$ cat src/rtl/alu_pkg.sv
package alu_pkg;
  typedef enum logic [4:0] {
    OP_ADD  = 5'd0,  OP_ADDC = 5'd1,  OP_SUB  = 5'd2,  OP_SUBC = 5'd3,
    OP_AND  = 5'd4,  OP_OR   = 5'd5,  OP_XOR  = 5'd6,  OP_INV  = 5'd7,
    OP_NEG  = 5'd8,  OP_SETM = 5'd9,  OP_CLRM = 5'd10, OP_INC  = 5'd11,
    OP_DEC  = 5'd12, OP_TEST = 5'd13, OP_ZERO = 5'd14, OP_CMP  = 5'd15,
    OP_CMPC = 5'd16, OP_WADD = 5'd17, OP_WSUB = 5'd18
  } alu_op_e;

  localparam int FL_C = 0;
  localparam int FL_Z = 1;
  localparam int FL_N = 2;
  localparam int FL_V = 3;
  localparam int FL_S = 4;
  localparam int FL_H = 5;
endpackage

$ cat src/rtl/alu_addsub.sv
module alu_addsub #(
  parameter int DW = 8
) (
  input  logic [DW-1:0] a_i,
  input  logic [DW-1:0] b_i,
  input  logic          cin_i,
  input  logic          sub_i,
  output logic [DW-1:0] res_o,
  output logic          co_o,
  output logic          hc_o,
  output logic          ov_o
);
  localparam int HB = DW / 2;

  logic [DW-1:0] bx;
  logic          ci;
  logic [DW:0]   full;
  logic [HB:0]   half;

  // subtract as a + ~b + ~borrow; carries invert into borrows
  assign bx   = sub_i ? ~b_i : b_i;
  assign ci   = sub_i ^ cin_i;
  assign full = {1'b0, a_i} + {1'b0, bx} + {{DW{1'b0}}, ci};
  assign half = {1'b0, a_i[HB-1:0]} + {1'b0, bx[HB-1:0]} + {{HB{1'b0}}, ci};

  assign res_o = full[DW-1:0];
  assign co_o  = full[DW] ^ sub_i;
  assign hc_o  = half[HB] ^ sub_i;
  assign ov_o  = (a_i[DW-1] == bx[DW-1]) && (full[DW-1] != a_i[DW-1]);
endmodule

$ cat src/rtl/alu_logic.sv
module alu_logic
  import alu_pkg::*;
#(
  parameter int DW = 8
) (
  input  alu_op_e       op_i,
  input  logic [DW-1:0] a_i,
  input  logic [DW-1:0] b_i,
  output logic [DW-1:0] res_o
);
  always_comb begin
    unique case (op_i)
      OP_AND:          res_o = a_i & b_i;
      OP_OR, OP_SETM:  res_o = a_i | b_i;
      OP_XOR:          res_o = a_i ^ b_i;
      OP_INV:          res_o = ~a_i;
      OP_CLRM:         res_o = a_i & ~b_i;
      OP_TEST:         res_o = a_i;
      default:         res_o = '0;
    endcase
  end
endmodule

$ cat src/rtl/alu_word.sv
module alu_word #(
  parameter int DW = 8,
  parameter int KW = 6
) (
  input  logic          clk_i,
  input  logic          rst_ni,
  input  logic          go_i,
  input  logic          sub_i,
  input  logic [DW-1:0] a_i,
  input  logic [KW-1:0] k_i,
  output logic          hi_o,
  output logic [DW-1:0] res_o,
  output logic          z_o,
  output logic          c_o,
  output logic          n_o,
  output logic          v_o
);
  logic          hi_q, sub_q, cy_q, lz_q;
  logic [DW:0]   lo_sum;
  logic [DW-1:0] hi_sum;
  logic          top_a, top_r;

  assign lo_sum = sub_i ? ({1'b0, a_i} - {{(DW+1-KW){1'b0}}, k_i})
                        : ({1'b0, a_i} + {{(DW+1-KW){1'b0}}, k_i});
  assign hi_sum = sub_q ? (a_i - {{(DW-1){1'b0}}, cy_q})
                        : (a_i + {{(DW-1){1'b0}}, cy_q});

  always_ff @(posedge clk_i or negedge rst_ni) begin
    if (!rst_ni) begin
      hi_q  <= 1'b0;
      sub_q <= 1'b0;
      cy_q  <= 1'b0;
      lz_q  <= 1'b0;
    end else begin
      hi_q <= go_i;
      if (go_i) begin
        sub_q <= sub_i;
        cy_q  <= lo_sum[DW];
        lz_q  <= (lo_sum[DW-1:0] == '0);
      end
    end
  end

  assign top_a = a_i[DW-1];
  assign top_r = hi_sum[DW-1];
  assign hi_o  = hi_q;
  assign res_o = hi_q ? hi_sum : lo_sum[DW-1:0];
  assign z_o   = lz_q && (hi_sum == '0);
  assign n_o   = top_r;
  assign v_o   = sub_q ? (top_a & ~top_r) : (~top_a & top_r);
  assign c_o   = sub_q ? (~top_a & top_r) : (top_a & ~top_r);
endmodule

$ cat src/rtl/alu_core.sv
module alu_core
  import alu_pkg::*;
#(
  parameter int DW = 8,
  parameter int KW = 6
) (
  input  logic          clk_i,
  input  logic          rst_ni,
  input  logic [4:0]    op_i,
  input  logic [DW-1:0] opa_i,
  input  logic [DW-1:0] opb_i,
  input  logic [7:0]    sreg_i,
  output logic [DW-1:0] res_o,
  output logic [7:0]    sreg_o,
  output logic          wr_en_o,
  output logic          word_hi_o
);
  localparam int MSB = DW - 1;

  alu_op_e       op;
  logic [DW-1:0] ar_a, ar_b, ar_res, lg_res, wd_res;
  logic          ar_c, ar_sub, ar_co, ar_hc, ar_ov;
  logic          wd_hi, wd_go, wd_z, wd_c, wd_n, wd_v;
  logic          sticky_z;
  logic          unused_imm_hi;

  assign op            = alu_op_e'(op_i);
  assign wd_go         = !wd_hi && (op == OP_WADD || op == OP_WSUB);
  assign unused_imm_hi = ^opb_i[DW-1:KW];

  always_comb begin
    ar_a   = opa_i;
    ar_b   = opb_i;
    ar_c   = 1'b0;
    ar_sub = 1'b0;
    case (op)
      OP_ADDC:          ar_c = sreg_i[FL_C];
      OP_SUB, OP_CMP:   ar_sub = 1'b1;
      OP_SUBC, OP_CMPC: begin ar_sub = 1'b1; ar_c = sreg_i[FL_C]; end
      OP_NEG:           begin ar_a = '0; ar_b = opa_i; ar_sub = 1'b1; end
      OP_INC:           ar_b = {{(DW-1){1'b0}}, 1'b1};
      OP_DEC:           begin ar_b = {{(DW-1){1'b0}}, 1'b1}; ar_sub = 1'b1; end
      default:          ;
    endcase
  end

  alu_addsub #(.DW(DW)) u_arith (
    .a_i(ar_a), .b_i(ar_b), .cin_i(ar_c), .sub_i(ar_sub),
    .res_o(ar_res), .co_o(ar_co), .hc_o(ar_hc), .ov_o(ar_ov)
  );

  alu_logic #(.DW(DW)) u_logic (
    .op_i(op), .a_i(opa_i), .b_i(opb_i), .res_o(lg_res)
  );

  alu_word #(.DW(DW), .KW(KW)) u_word (
    .clk_i(clk_i), .rst_ni(rst_ni), .go_i(wd_go), .sub_i(op == OP_WSUB),
    .a_i(opa_i), .k_i(opb_i[KW-1:0]), .hi_o(wd_hi), .res_o(wd_res),
    .z_o(wd_z), .c_o(wd_c), .n_o(wd_n), .v_o(wd_v)
  );

  // carry-chained subtracts only ever clear Z
  assign sticky_z = (op == OP_SUBC || op == OP_CMPC) ? sreg_i[FL_Z] : 1'b1;

  always_comb begin
    sreg_o  = sreg_i;
    res_o   = '0;
    wr_en_o = 1'b1;
    if (wd_hi) begin
      res_o        = wd_res;
      sreg_o[FL_C] = wd_c;
      sreg_o[FL_Z] = wd_z;
      sreg_o[FL_N] = wd_n;
      sreg_o[FL_V] = wd_v;
      sreg_o[FL_S] = wd_n ^ wd_v;
    end else begin
      case (op)
        OP_ADD, OP_ADDC, OP_SUB, OP_SUBC, OP_NEG, OP_CMP, OP_CMPC: begin
          res_o        = ar_res;
          sreg_o[FL_C] = ar_co;
          sreg_o[FL_H] = ar_hc;
          sreg_o[FL_Z] = (ar_res == '0) && sticky_z;
          sreg_o[FL_N] = ar_res[MSB];
          sreg_o[FL_V] = ar_ov;
          sreg_o[FL_S] = ar_res[MSB] ^ ar_ov;
          wr_en_o      = !(op == OP_CMP || op == OP_CMPC);
        end
        OP_INC, OP_DEC: begin
          res_o        = ar_res;
          sreg_o[FL_Z] = (ar_res == '0);
          sreg_o[FL_N] = ar_res[MSB];
          sreg_o[FL_V] = ar_ov;
          sreg_o[FL_S] = ar_res[MSB] ^ ar_ov;
        end
        OP_AND, OP_OR, OP_XOR, OP_SETM, OP_CLRM, OP_TEST, OP_ZERO, OP_INV: begin
          res_o        = lg_res;
          sreg_o[FL_Z] = (lg_res == '0);
          sreg_o[FL_N] = lg_res[MSB];
          sreg_o[FL_V] = 1'b0;
          sreg_o[FL_S] = lg_res[MSB];
          if (op == OP_INV) sreg_o[FL_C] = 1'b1;
        end
        OP_WADD, OP_WSUB: res_o = wd_res;
        default:          wr_en_o = 1'b0;
      endcase
    end
  end

  assign word_hi_o = wd_hi;
endmodule

$ cat config.mk
export PLATFORM = sky130hd
export DESIGN_NAME = alu_core
export DESIGN_NICKNAME = d
export VERILOG_FILES = /design/src/rtl/alu_pkg.sv /design/src/rtl/alu_addsub.sv /design/src/rtl/alu_logic.sv /design/src/rtl/alu_word.sv /design/src/rtl/alu_core.sv
export SDC_FILE = /design/constraint.sdc
export NUM_CORES = 1
export LEC_CHECK = 0
export ABC_AREA = 1
export BUFFER_PORTS_ARGS = -buffer_cell sky130_fd_sc_hd__buf_4
export CAP_MARGIN = 10
export CORE_MARGIN = 3
export CORE_UTILIZATION = 55
export DETAILED_ROUTE_END_ITERATION = 10
export PLACE_DENSITY = 0.79
export SLEW_MARGIN = 20
export SYNTH_ARGS = -nofsm -noshare
export SYNTH_HDL_FRONTEND = slang
export SYNTH_SLANG_ARGS = --single-unit
$ cat constraint.sdc
create_clock -name clk_i -period 5.51 [get_ports clk_i]
set_input_delay 0.2755 -clock clk_i [delete_from_list [all_inputs] [get_ports clk_i]]
set_output_delay 0.2755 -clock clk_i [all_outputs]
set_load 0.02 [all_outputs]
Word level (Yosys, flattened, before mapping)
Index checks and enable logic that the tools add are counted.
{ "op_classes": {"addsub": 8, "n_eq_ne": 20, "mux": 22, "n_bitwise": 16, "reduce_logical": 23} }
{ "ops": {"columns": ["cell", "n"], "rows": [
  ["case mux 8 bit (6 select lines)", 1],
  ["equality test 5 x 4 -> 1 bit (second input constant)", 8],
  ["two-way mux 8 bit", 5],
  ["logical NOT 8 bit", 4],
  ["NOT 8 bit", 3],
  ["case mux 8 bit (3 select lines)", 1],
  ["equality test 5 x 3 -> 1 bit (second input constant)", 4],
  ["bitwise AND 8 bit", 2],
  ["case mux 8 bit (2 select lines)", 1],
  ["equality test 5 bit (second input constant)", 3],
  ["case mux 4 bit (3 select lines)", 1],
  ["OR reduction 12 bit", 1],
  ["equality test 5 x 2 -> 1 bit (second input constant)", 2],
  ["adder 8 x 6 -> 9 bit", 1],
  ["adder 8 x 8 -> 9 bit", 1],
  ["adder 9 x 1 -> 9 bit", 1],
  ["two-way mux 1 bit", 9],
  ["two-way mux 9 bit", 1],
  ["OR reduction 9 bit", 1],
  ["subtractor 8 x 6 -> 9 bit", 1],
  ["adder 8 x 1 -> 8 bit", 1],
  ["OR 8 bit", 1],
  ["OR reduction 8 bit", 1],
  ["subtractor 8 x 1 -> 8 bit", 1],
  ["19 further kinds", 34]
]} }
{ "word_totals": {"ff_bits": 4, "in_bits": 31, "output_inout_bits": 18} }

Depth between registers and ports, before layout
Gate-level depths: netlist (run 1).
{ "logic_depth": {"depth_word": 12, "mapped_depth": 29, "mapped_depth_nobuf": 28} }

Cells and area by module
Synthesis (run 1) repeated with hierarchy kept, for this count alone.
{ "hier_totals": {"cells_unflattened": 620, "area_unflattened_um2": 3365.7} }
{ "by_module_without_submodules": {"columns": ["module", "n_inst", "cells_each", "area_each_um2", "seq_area_each_um2"], "rows": [
  ["alu_word", 1, 205, 1258.7, 100.1],
  ["alu_core", 1, 224, 989.7, 0.0],
  ["alu_logic", 1, 114, 624.3, 0.0],
  ["alu_addsub", 1, 77, 493.0, 0.0]
]} }

Least setup slack after synthesis (run 1)
Ideal clock, no wire load.
{ "synth_timing": {"path_type": "input port to output port", "start": "input port op_i[4]", "end": "output port sreg_o[1]", "arrival_ps": 3462, "setup_slack_ps": 1772, "cell_stages": 25, "n_path_buf": 1, "cell_sequence": "buf_6 > inv_2 > nand2_1 > nor2_1 > a21oi_2 > nand2_1 > o22ai_1 > xnor2_1 > ha_1 > a21oi_1 > o211ai_1 > a21oi_1 > nor2_1 > nor2_1 > fa_1 > nand3b_1 > nor2_1 > nand3_1 > nor2_1 > nand3_1 > nor2_1 > nor2_1 > nand2_1 > nand2_1 > nand2_1"} }
{ "synth_between": {"elab_chain_len": 11, "elab_cells_between_ends": 40} }
{ "synth_rtl": {"columns": ["element", "line_no", "rtl"], "rows": [
  ["from (decl)", "alu_core.sv:9", "input logic [4:0] op_i,"],
  ["equality test 5 x 4 -> 1 bit", "alu_core.sv:36, alu_core.sv:77", null],
  ["OR reduction 2 bit (no line)", null, null],
  ["case mux 8 bit (2 select lines)", "alu_core.sv:36", "case (op)"],
  ["NOT 8 bit", "alu_addsub.sv:21", "assign bx = sub_i ? ~b_i : b_i;"],
  ["two-way mux 8 bit", "alu_addsub.sv:21", null],
  ["adder 8 x 8 -> 9 bit", "alu_addsub.sv:23", "assign full = {1'b0, a_i} + {1'b0, bx} + {{DW{1'b0}}, ci};"],
  ["adder 9 x 1 -> 9 bit", "alu_addsub.sv:23", null],
  ["logical NOT 8 bit", "alu_core.sv:82, alu_core.sv:90", null],
  ["logical AND 1 bit", "alu_core.sv:82", "sreg_o[FL_Z] = (ar_res == '0) && sticky_z;"],
  ["case mux 4 bit (3 select lines) *", "alu_core.sv:77", "case (op)"],
  ["two-way mux 5 bit *", "alu_core.sv:69", "if (wd_hi) begin"],
  ["to (decl)", "alu_core.sv:14", "output logic [7:0] sreg_o,"]
]} }
Mark *: on every way between the ends. The rest lies on a longest branch, timed or not.

Worst setup path after layout (run 1)
Ends and elaborated chain as after synthesis.

==> results by group, run 1 <==
Placed design
  – I/O Buffers: 44
  – DP Worst Slack: 1.04 ns
  – DP Area: 3130 sq um
  – Detailed placement HPWL: 7340 um
  – Gpl congestion: 0.967

CTS
  – Clk root buf: clkbuf_8
  – CTS tree: built
  – Clock-pin slew on the worst setup and hold paths: 0.03 ns
  – H-tree depth: 1
  – Total CTS buffers: 3
  – Clk Latency, worst-skew pair: 0.21 ns
  – Setup Buffers After CTS: 0
  – Clock sinks: 4
  – Clk buf depth: 2

STA
  – Worst Skew: 0.000387 ns
  – RSZ-0062 raised after global routing: no
  – Setup TNS: 0 ns
  – Max-slew headroom: 38.7%
  – Worst setup margin: 0.991 ns
  – Final Hold Fails: 0
  – Clock period minus worst slack: 4.52 ns
  – Highest clock rate: 0.221 GHz
  – Fraction of the cycle the final worst path needs: 82.0%
  – Slew Limit Fails: 0
  – Least-Margin Pin Slew: 0.917 ns
  – Setup violations, final: 0

Drt
  – Routed wire per std cell: 15.2 um
  – First-iteration detailed-routing DRC count: 260
  – Vias: 3377
  – Routed Wire Length: 8770 um
  – Post-route antenna net violation count: 0
  – DRT Pass-1 Iters: 5
  – Avg Vias per Cell: 5.84
  – DRC: 0

GRT
  – Total track usage: 29.1%
  – Vias in the first global route: 3211
  – Initial antenna violation count: 0
  – Largest net degree at the start of global routing: 17
  – First-pass GRT wire length: 14300 um
  – Global route total overflow: 0

Critical path
  – Max FO, Critical Path: 13
  – Critical-path top delay cell: nor2_2
  – WS Path Type: primary input to output pin
  – Crit end category: output pin
  – Cell mode on critical path: nor2_1
  – Worst Path Buf+Inv: 3
  – Crit start category: primary input
  – Crit path max-delay family: simple AND/OR/NAND/NOR gates
  – Crit path largest cell delay: 0.54 ns
  – Critical Path RT: 5.23 ns
  – Worst EP arrival: 4.24 ns

Finish
  – FILL cells: 508
  – Design area: 3180 sq um
  – Nets: 580
  – Layout cells sized above 1: 15.7%
  – N_diodes: 0
  – Syn-to-layout area delta: 14.2%

Synthesis
  – Top_reg_cell synth: dfrtp_1
  – Most common cell in the synthesized netlist: nand2_1
  – Simple-gate share of the synthesized area: 41.8%
  – Ys async rst share: 100%
  – Synth area leaders: nand2_1, ha_1, nand3_1
  – Post-synth top cells: nand2_1, inv_1, nand3_1
  – Synth warn: 0
  – Syn Nets: 539
  – Seq cells post-synth: 4
  – Area leader, netlist: nand2_1
  – Post-synthesis cell type count: 38
  – Post-synthesis mux area share: 0%
  – Xor and xnor area share after synthesis: 9.07%
  – Part of the Yosys area used for sequential elements: 3.59%
  – Area share of the largest cell type after synthesis: 14.0%
  – Post-synthesis compound-gate area fraction: 16.8%
  – Post-Syn Area: 2790 sq um
  – Post-synth EDFFs: 0
  – Post-synthesis adder-cell area fraction: 17.5%
  – Synth Instances: 472
  – Post-synthesis average cell area: 5.90 sq um
  – Largest family of logic cells by synthesized area: simple AND/OR/NAND/NOR gates

Power and ir drop
  – Pwr dens: 169 nW/um^2
  – Static leakage: 1.69 nW
  – Worst vdd ir: 0.182 mV

Floorplan
  – # rows: 25
  – Die width: 77.2 um
  – Die Y-Extent: 77.2 um
  – Core ar.: 4820 sq um
  – I/O Pins: 49
  – Area of the die: 5950 sq um
  – Initial Utilization: 57.8%

Worst hold path
  – Worst hold path class: primary input to async pin

Run
  – Max_cap viols: 0

Status
  – Status: completed
[timing repair]
item / CTS / global route
gates resized for setup: 0 / 0
hold buffers: 1 / 0
endpoints found under the setup margin: 0 / 0
hold endpoints to repair: 4 / 0
[power by group]
group | leakage [nW] | internal [mW] | total [mW] | switching (mW)
clock | 0.0216 | 0.0464 | 0.0596 | 0.0132
sequential | 0.0533 | 0.0331 | 0.0379 | 0.00486
combinational | 1.62 | 0.165 | 0.439 | 0.274
total | 1.69 | 0.245 | 0.537 | 0.292
[path summary, 6_finish.rpt]
kind	from	to	slack [ns]	depth (start not counted)
hold reg to reg	u_word.lz_q$_DFFE_PN0P_	u_word.lz_q$_DFFE_PN0P_	0.49	2
max in group asynchronous	rst_ni	u_word.cy_q$_DFFE_PN0P_	5.01	2
setup reg to reg	u_word.hi_o$_DFF_PN0_	u_word.sub_q$_DFFE_PN0P_	3.96	3
min in group clk_i	u_word.lz_q$_DFFE_PN0P_	u_word.lz_q$_DFFE_PN0P_	0.49	2
hold / removal	rst_ni	u_word.hi_o$_DFF_PN0_	0.40	2
setup / recovery	op_i[4]	sreg_o[1]	0.99	26
[state kept, by name, indices dropped and copies added (netlist names)]
name          flops
u_word.sub_q      1
u_word.lz_q       1
u_word.hi_o       1
u_word.cy_q       1
[per-stage QoR]
stage	total power [mW]	hold WS (ns)	std cells	utilization, %
floorplan	0.346	-0.0201	472	-
global placement	0.462	0.0719	574	65.0
detailed placement	0.468	0.0728	574	65.0
CTS	0.533	0.393	578	66.1
global route	0.594	0.405	578	66.1
finish	0.537	0.398	578	66.1
[cell families after synthesis]
| family | count (synthesis) |
|---|---|
| adder cells (fa/ha/maj) | 36 |
| flip-flops | 4 |
| XOR/XNOR | 28 |
| AND/OR/NAND/NOR | 247 |
| buffers and inverters | 74 |
| AO/OA/AOI/OAI | 83 |
[routing by layer]
layer  vias to the layer above  share of wire, %  global-route usage (%)
li1                       1666                 -                       -
met1                      1505                42                    38.2
met2                       168                45                    48.4
met3                        38               8.4                    2.93
met4                         0               4.0                    11.7
met5                         -                 0                       0
[layout by cell type (no fill, tap or decap), types with 5 or more instances in the layout]
| cell | synthesis | routed |
|---|---|---|
| a21oi_1 | 30 | 30 |
| buf_4 | 3 | 44 |
| fa_1 | 5 | 5 |
| ha_1 | 31 | 31 |
| inv_1 | 57 | 57 |
| inv_2 | 8 | 8 |
| nand2_1 | 104 | 104 |
| nand3_1 | 50 | 50 |
| nand3b_1 | 8 | 8 |
| nand4_1 | 13 | 13 |
| nor2_1 | 41 | 41 |
| nor2_4 | 6 | 6 |
| nor3_1 | 8 | 8 |
| o21ai_0 | 28 | 28 |
| o22ai_1 | 10 | 10 |
| xnor2_1 | 13 | 13 |
| xor2_1 | 14 | 14 |
[cell type report]
cell class                      count  area (sq um)  share of cell area, %
Clock buffer                        3          41.3                   1.30
Inverter                           65           244                   7.67
Multi-Input combinational cell    394          2370                   74.6
Sequential cell                     4           100                   3.15
Tap cell                           67          83.8                   2.63
Timing Repair Buffer               45           340                   10.7
No activity file was read; power rests on OpenSTA's default activity.
==> inputs of run 2 (changes only) <==
- ABC_AREA: 1 -> 0
- CORE_UTILIZATION: 55 -> 54
- PLACE_DENSITY: 0.79 -> 0.8
- clock period: 5.51 -> 4.1 ns (I/O delays scaled with it)
==> run 2 against run 1 <==
Effect of this change: the run now ends with setup timing left; flip-flop and latch count did not move; sequential power rose by 39%; first-iteration DRC count rose by 40%; final area rose by 15%; setup slack got worse by 1.2 ns; clock skew rose by 0.0014 ns; clock power rose by 43%; highest routed layer unchanged.
==> results by group, run 2 <==
Placed design
  – Detailed placement HPWL: 8120 um (was 7340 um)
  – DP Worst Slack: -0.159 ns (was 1.04 ns)
  – Gpl congestion: 0.946 (was 0.967)
  – I/O Buffers: 44 (unchanged)
  – Placed cells: 535 (was 574)

Synthesis
  – Area share of the largest cell type after synthesis: 12.7% (was 14.0%)
  – Syn Nets: 494 (was 539)
  – Synth warn: 0 (unchanged)
  – Synth area leaders: ha_1, o21ai_0, nor2_1 (was nand2_1, ha_1, nand3_1)
  – Area leader, netlist: ha_1 (was nand2_1)
  – Most common cell in the synthesized netlist: nor2_1 (was nand2_1)
  – Post-Syn Area: 3060 sq um (was 2790 sq um)
  – Post-synthesis average cell area: 7.17 sq um (was 5.90 sq um)
  – Synth Instances: 427 (was 472)
  – Post-synth top cells: nor2_1, ha_1, inv_1, o21ai_0, a21oi_1 (was nand2_1, inv_1, nand3_1)
  – Ys async rst share: 100% (unchanged)
  – Part of the Yosys area used for sequential elements: 3.27% (was 3.59%)
  – Seq cells post-synth: 4 (unchanged)
  – Post-synth EDFFs: 0 (unchanged)
  – Post-synthesis cell type count: 73 (was 38)
  – Top_reg_cell synth: dfrtp_1 (unchanged)

Critical path
  – WS Path Type: primary input to output pin (unchanged)
  – Crit start category: primary input (unchanged)
  – Crit path largest cell delay: 0.61 ns (was 0.54 ns)
  – Reg2reg path depth: 6 (was 3)
  – Worst reg2reg endpoint: u_word.lz_q$_DFFE_PN0P_ (was u_word.sub_q$_DFFE_PN0P_)
  – Worst EP arrival: 4.07 ns (was 4.24 ns)
  – R2r setup slk: 1.95 ns (was 3.96 ns)
  – Critical-path top delay cell: fa_1 (was nor2_2)
  – Max FO, Critical Path: 4 (was 13)
  – Worst Path Buf+Inv: 2 (was 3)
  – Crit path max-delay family: compound AO/OA/AOI/OAI gates (was simple AND/OR/NAND/NOR gates)
  – Reg2reg start: u_word.hi_o$_DFF_PN0_ (unchanged)
  – Worst Setup SP: op_i[0] (was op_i[4])
  – Crit end category: output pin (unchanged)
  – Critical Path RT: 3.89 ns (was 5.23 ns)
  – Crit-path cells: buf_6 > or2_4 > nor3_4 > mux2i_4 > mux2i_1 > a211o_1 > a21boi_2 > fa_2 > a211oi_4 > o21bai_1 > a21oi_2 > o21bai_1 > a21oi_2 > fa_1 > nand4b_1 > nor4_2 > a32oi_1 > o211ai_1 > buf_4

STA
  – Clock period minus worst slack: 4.27 ns
  – Slew Limit Fails: 0 (unchanged)
  – Highest clock rate: 0.234 GHz
  – Worst Skew: 0.00174 ns (was 0.000387 ns)
  – Least-Margin Pin Slew: 0.756 ns (was 0.917 ns)
  – RSZ-0062 raised after global routing: yes (was no)
  – Setup violations, final: 4 (was 0)
  – Final Hold Fails: 0 (unchanged)
  – Setup TNS: -0.241 ns (was 0 ns)
  – Fraction of the cycle the final worst path needs: 104%
  – Max-slew headroom: 49.6% (was 38.7%)
  – Worst setup margin: -0.170 ns (was 0.991 ns)

GRT
  – Vias in the first global route: 3470 (was 3211)
  – Total track usage: 32.2% (was 29.1%)
  – Initial antenna violation count: 0 (unchanged)
  – Global route total overflow: 0 (unchanged)
  – Largest net degree at the start of global routing: 44 (was 17)
  – First-pass GRT wire length: 16700 um (was 14300 um)

Finish
  – Syn-to-layout area delta: 19.8% (was 14.2%)
  – Layout cells sized above 1: 21.7% (was 15.7%)
  – Commonest non-fill, non-tap cell in the layout: buf_4 (was nand2_1)
  – Nets: 539 (was 580)
  – Final Non-Filler Cells: 540 (was 578)
  – N_diodes: 0 (unchanged)
  – Most frequent cells in the layout: buf_4, nor2_1, ha_1 (was nand2_1, inv_1, nand3_1)
  – Final Core Density: 69.1% (was 66.1%)
  – FILL cells: 455 (was 508)

Power and ir drop
  – Seq pwr share: 6.5% (was 7.1%)
  – Switching share of power: 51.3% (was 54.4%)
  – Static leakage: 1.60 nW (was 1.69 nW)
  – Pwr dens: 220 nW/um^2 (was 169 nW/um^2)
  – Worst vdd ir: 0.204 mV (was 0.182 mV)
  – Pint: 0.393 mW (was 0.245 mW)
  – P_sw: 0.414 mW (was 0.292 mW)
  – Part of the power in the clock network: 10.6% (was 11.1%)
  – Logic gate share of total power: 82.9% (was 81.8%)

Drt
  – DRT Pass-1 Iters: 7 (was 5)
  – Routed Wire Length: 10500 um (was 8770 um)
  – Routed wire per std cell: 19.4 um (was 15.2 um)
  – DRC: 0 (unchanged)
  – Post-route antenna net violation count: 0 (unchanged)
  – Vias: 3693 (was 3377)
  – Avg Vias per Cell: 6.84 (was 5.84)
  – First-iteration detailed-routing DRC count: 363 (was 260)

Run
  – Max_cap viols: 0 (unchanged)

Worst hold path
  – Worst hold path class: primary input to async pin (unchanged)

CTS
  – Clk root buf: clkbuf_8 (unchanged)
  – Clk buf depth: 2 (unchanged)
  – Clock sinks: 4 (unchanged)
  – Clk Latency, worst-skew pair: 0.22 ns (was 0.21 ns)
  – H-tree depth: 1 (unchanged)
  – Total CTS buffers: 3 (unchanged)
  – CTS tree: built (unchanged)
  – Clock-pin slew on the worst setup and hold paths: 0.03 ns (about the same)

Floorplan
  – Initial Utilization: 57.7% (was 57.8%)
  – Area of the die: 6610 sq um (was 5950 sq um)
  – # rows: 26 (was 25)
  – Die Y-Extent: 81.3 um (was 77.2 um)
  – Die width: 81.3 um (was 77.2 um)
  – Core ar.: 5300 sq um (was 4820 sq um)
  – I/O Pins: 49 (unchanged)

Status
  – Status: finished, violations left (was completed)
  – Violated checks: setup timing
==> run 2: cell count changes after synthesis, sizes merged, moves of 7 or more <==
cell     previous run  this run
inv                65        29
nand3              54        11
nor3b               0         9
nand4              13         2
clkbuf              1        14
nor4bb              0         9
nor2b               0        11
and3b               0         8
a22oi               0         8
nor2               51        38
o2111ai             0         7
nand2             108        21
a21oi              32        25
==> run 2: worst max path at each step <==
stage | end | slack [ns] | cells past startpoint
after CTS | sreg_o[1] | 0.004 | 19
after global routing | sreg_o[1] | -0.31 | 19
final | sreg_o[1] | -0.17 | 19
after global placement | sreg_o[3] | -0.002 | 18
after detailed placement | sreg_o[1] | -0.16 | 19
after floorplan | sreg_o[1] | -0.003 | 19
==> run 2: logic make-up (layout without fill, tap and decap cells) <==
| kind of cell | count (synthesis) | count (layout) | synth area share (%) |
|---|---|---|---|
| multiplexers | 5 | 5 | 1.68 |
| buffers and inverters | 55 | 98 | 7.73 |
| AND/OR/NAND/NOR | 151 | 151 | 29.2 |
| adder cells (fa/ha/maj) | 37 | 37 | 16.3 |
| AO/OA/AOI/OAI | 147 | 147 | 33.8 |
| XOR/XNOR | 28 | 28 | 8.01 |
| flip-flops | 4 | 4 | 3.27 |
==> run 2: cell type report <==
class | instances | area [sq um] | area share (%)
multi-input combinational | 368 | 2830 | 77.1
timing repair buffer | 65 | 498 | 13.6
inverter | 30 | 113 | 3.07
sequential | 4 | 100 | 2.73
tap | 70 | 87.6 | 2.39
clock buffer | 3 | 41.3 | 1.13
==> run 2: through the flow <==
stage	power, mW	hold WS [ns]	cell area (sq um)
3_5_place_dp	0.675	0.00166	3540
2_1_floorplan	0.485	-0.0906	3100
4_1_cts	0.774	0.320	3640
5_1_grt	0.865	0.334	3670
3_3_place_gp	0.658	0.000607	3540
6_report	0.806	0.326	3670
==> run 2: layer usage <==
metal	track usage (%)	wire, um	vias to the layer above
met3	4.55	983	40
li1	-	-	1719
met4	14.2	427	0
met5	0	0	-
met1	42.7	4280	1726
met2	51.5	4760	208
==> run 2: power by group through the flow <==
stage / Sequential [mW] / Clock [mW] / Combinational (mW)
global route: 0.0536 / 0.0870 / 0.725
floorplan: 0.0486 / 0 / 0.437
detailed placement: 0.0521 / 0 / 0.623
finish: 0.0526 / 0.0855 / 0.668
CTS: 0.0516 / 0.0829 / 0.639
global placement: 0.0517 / 0 / 0.607
==> run 2: what timing repair did <==
| item | 4_1_cts | 5_1_grt |
|---|---|---|
| endpoints found under the hold margin | 4 | 0 |
| endpoints found under the setup margin | 5 | 5 |
| hold buffers | 1 | 0 |
| gates resized for setup | 7 | 7 |
| pin swaps | 2 | 1 |
| buffers inserted | 1 | 0 |
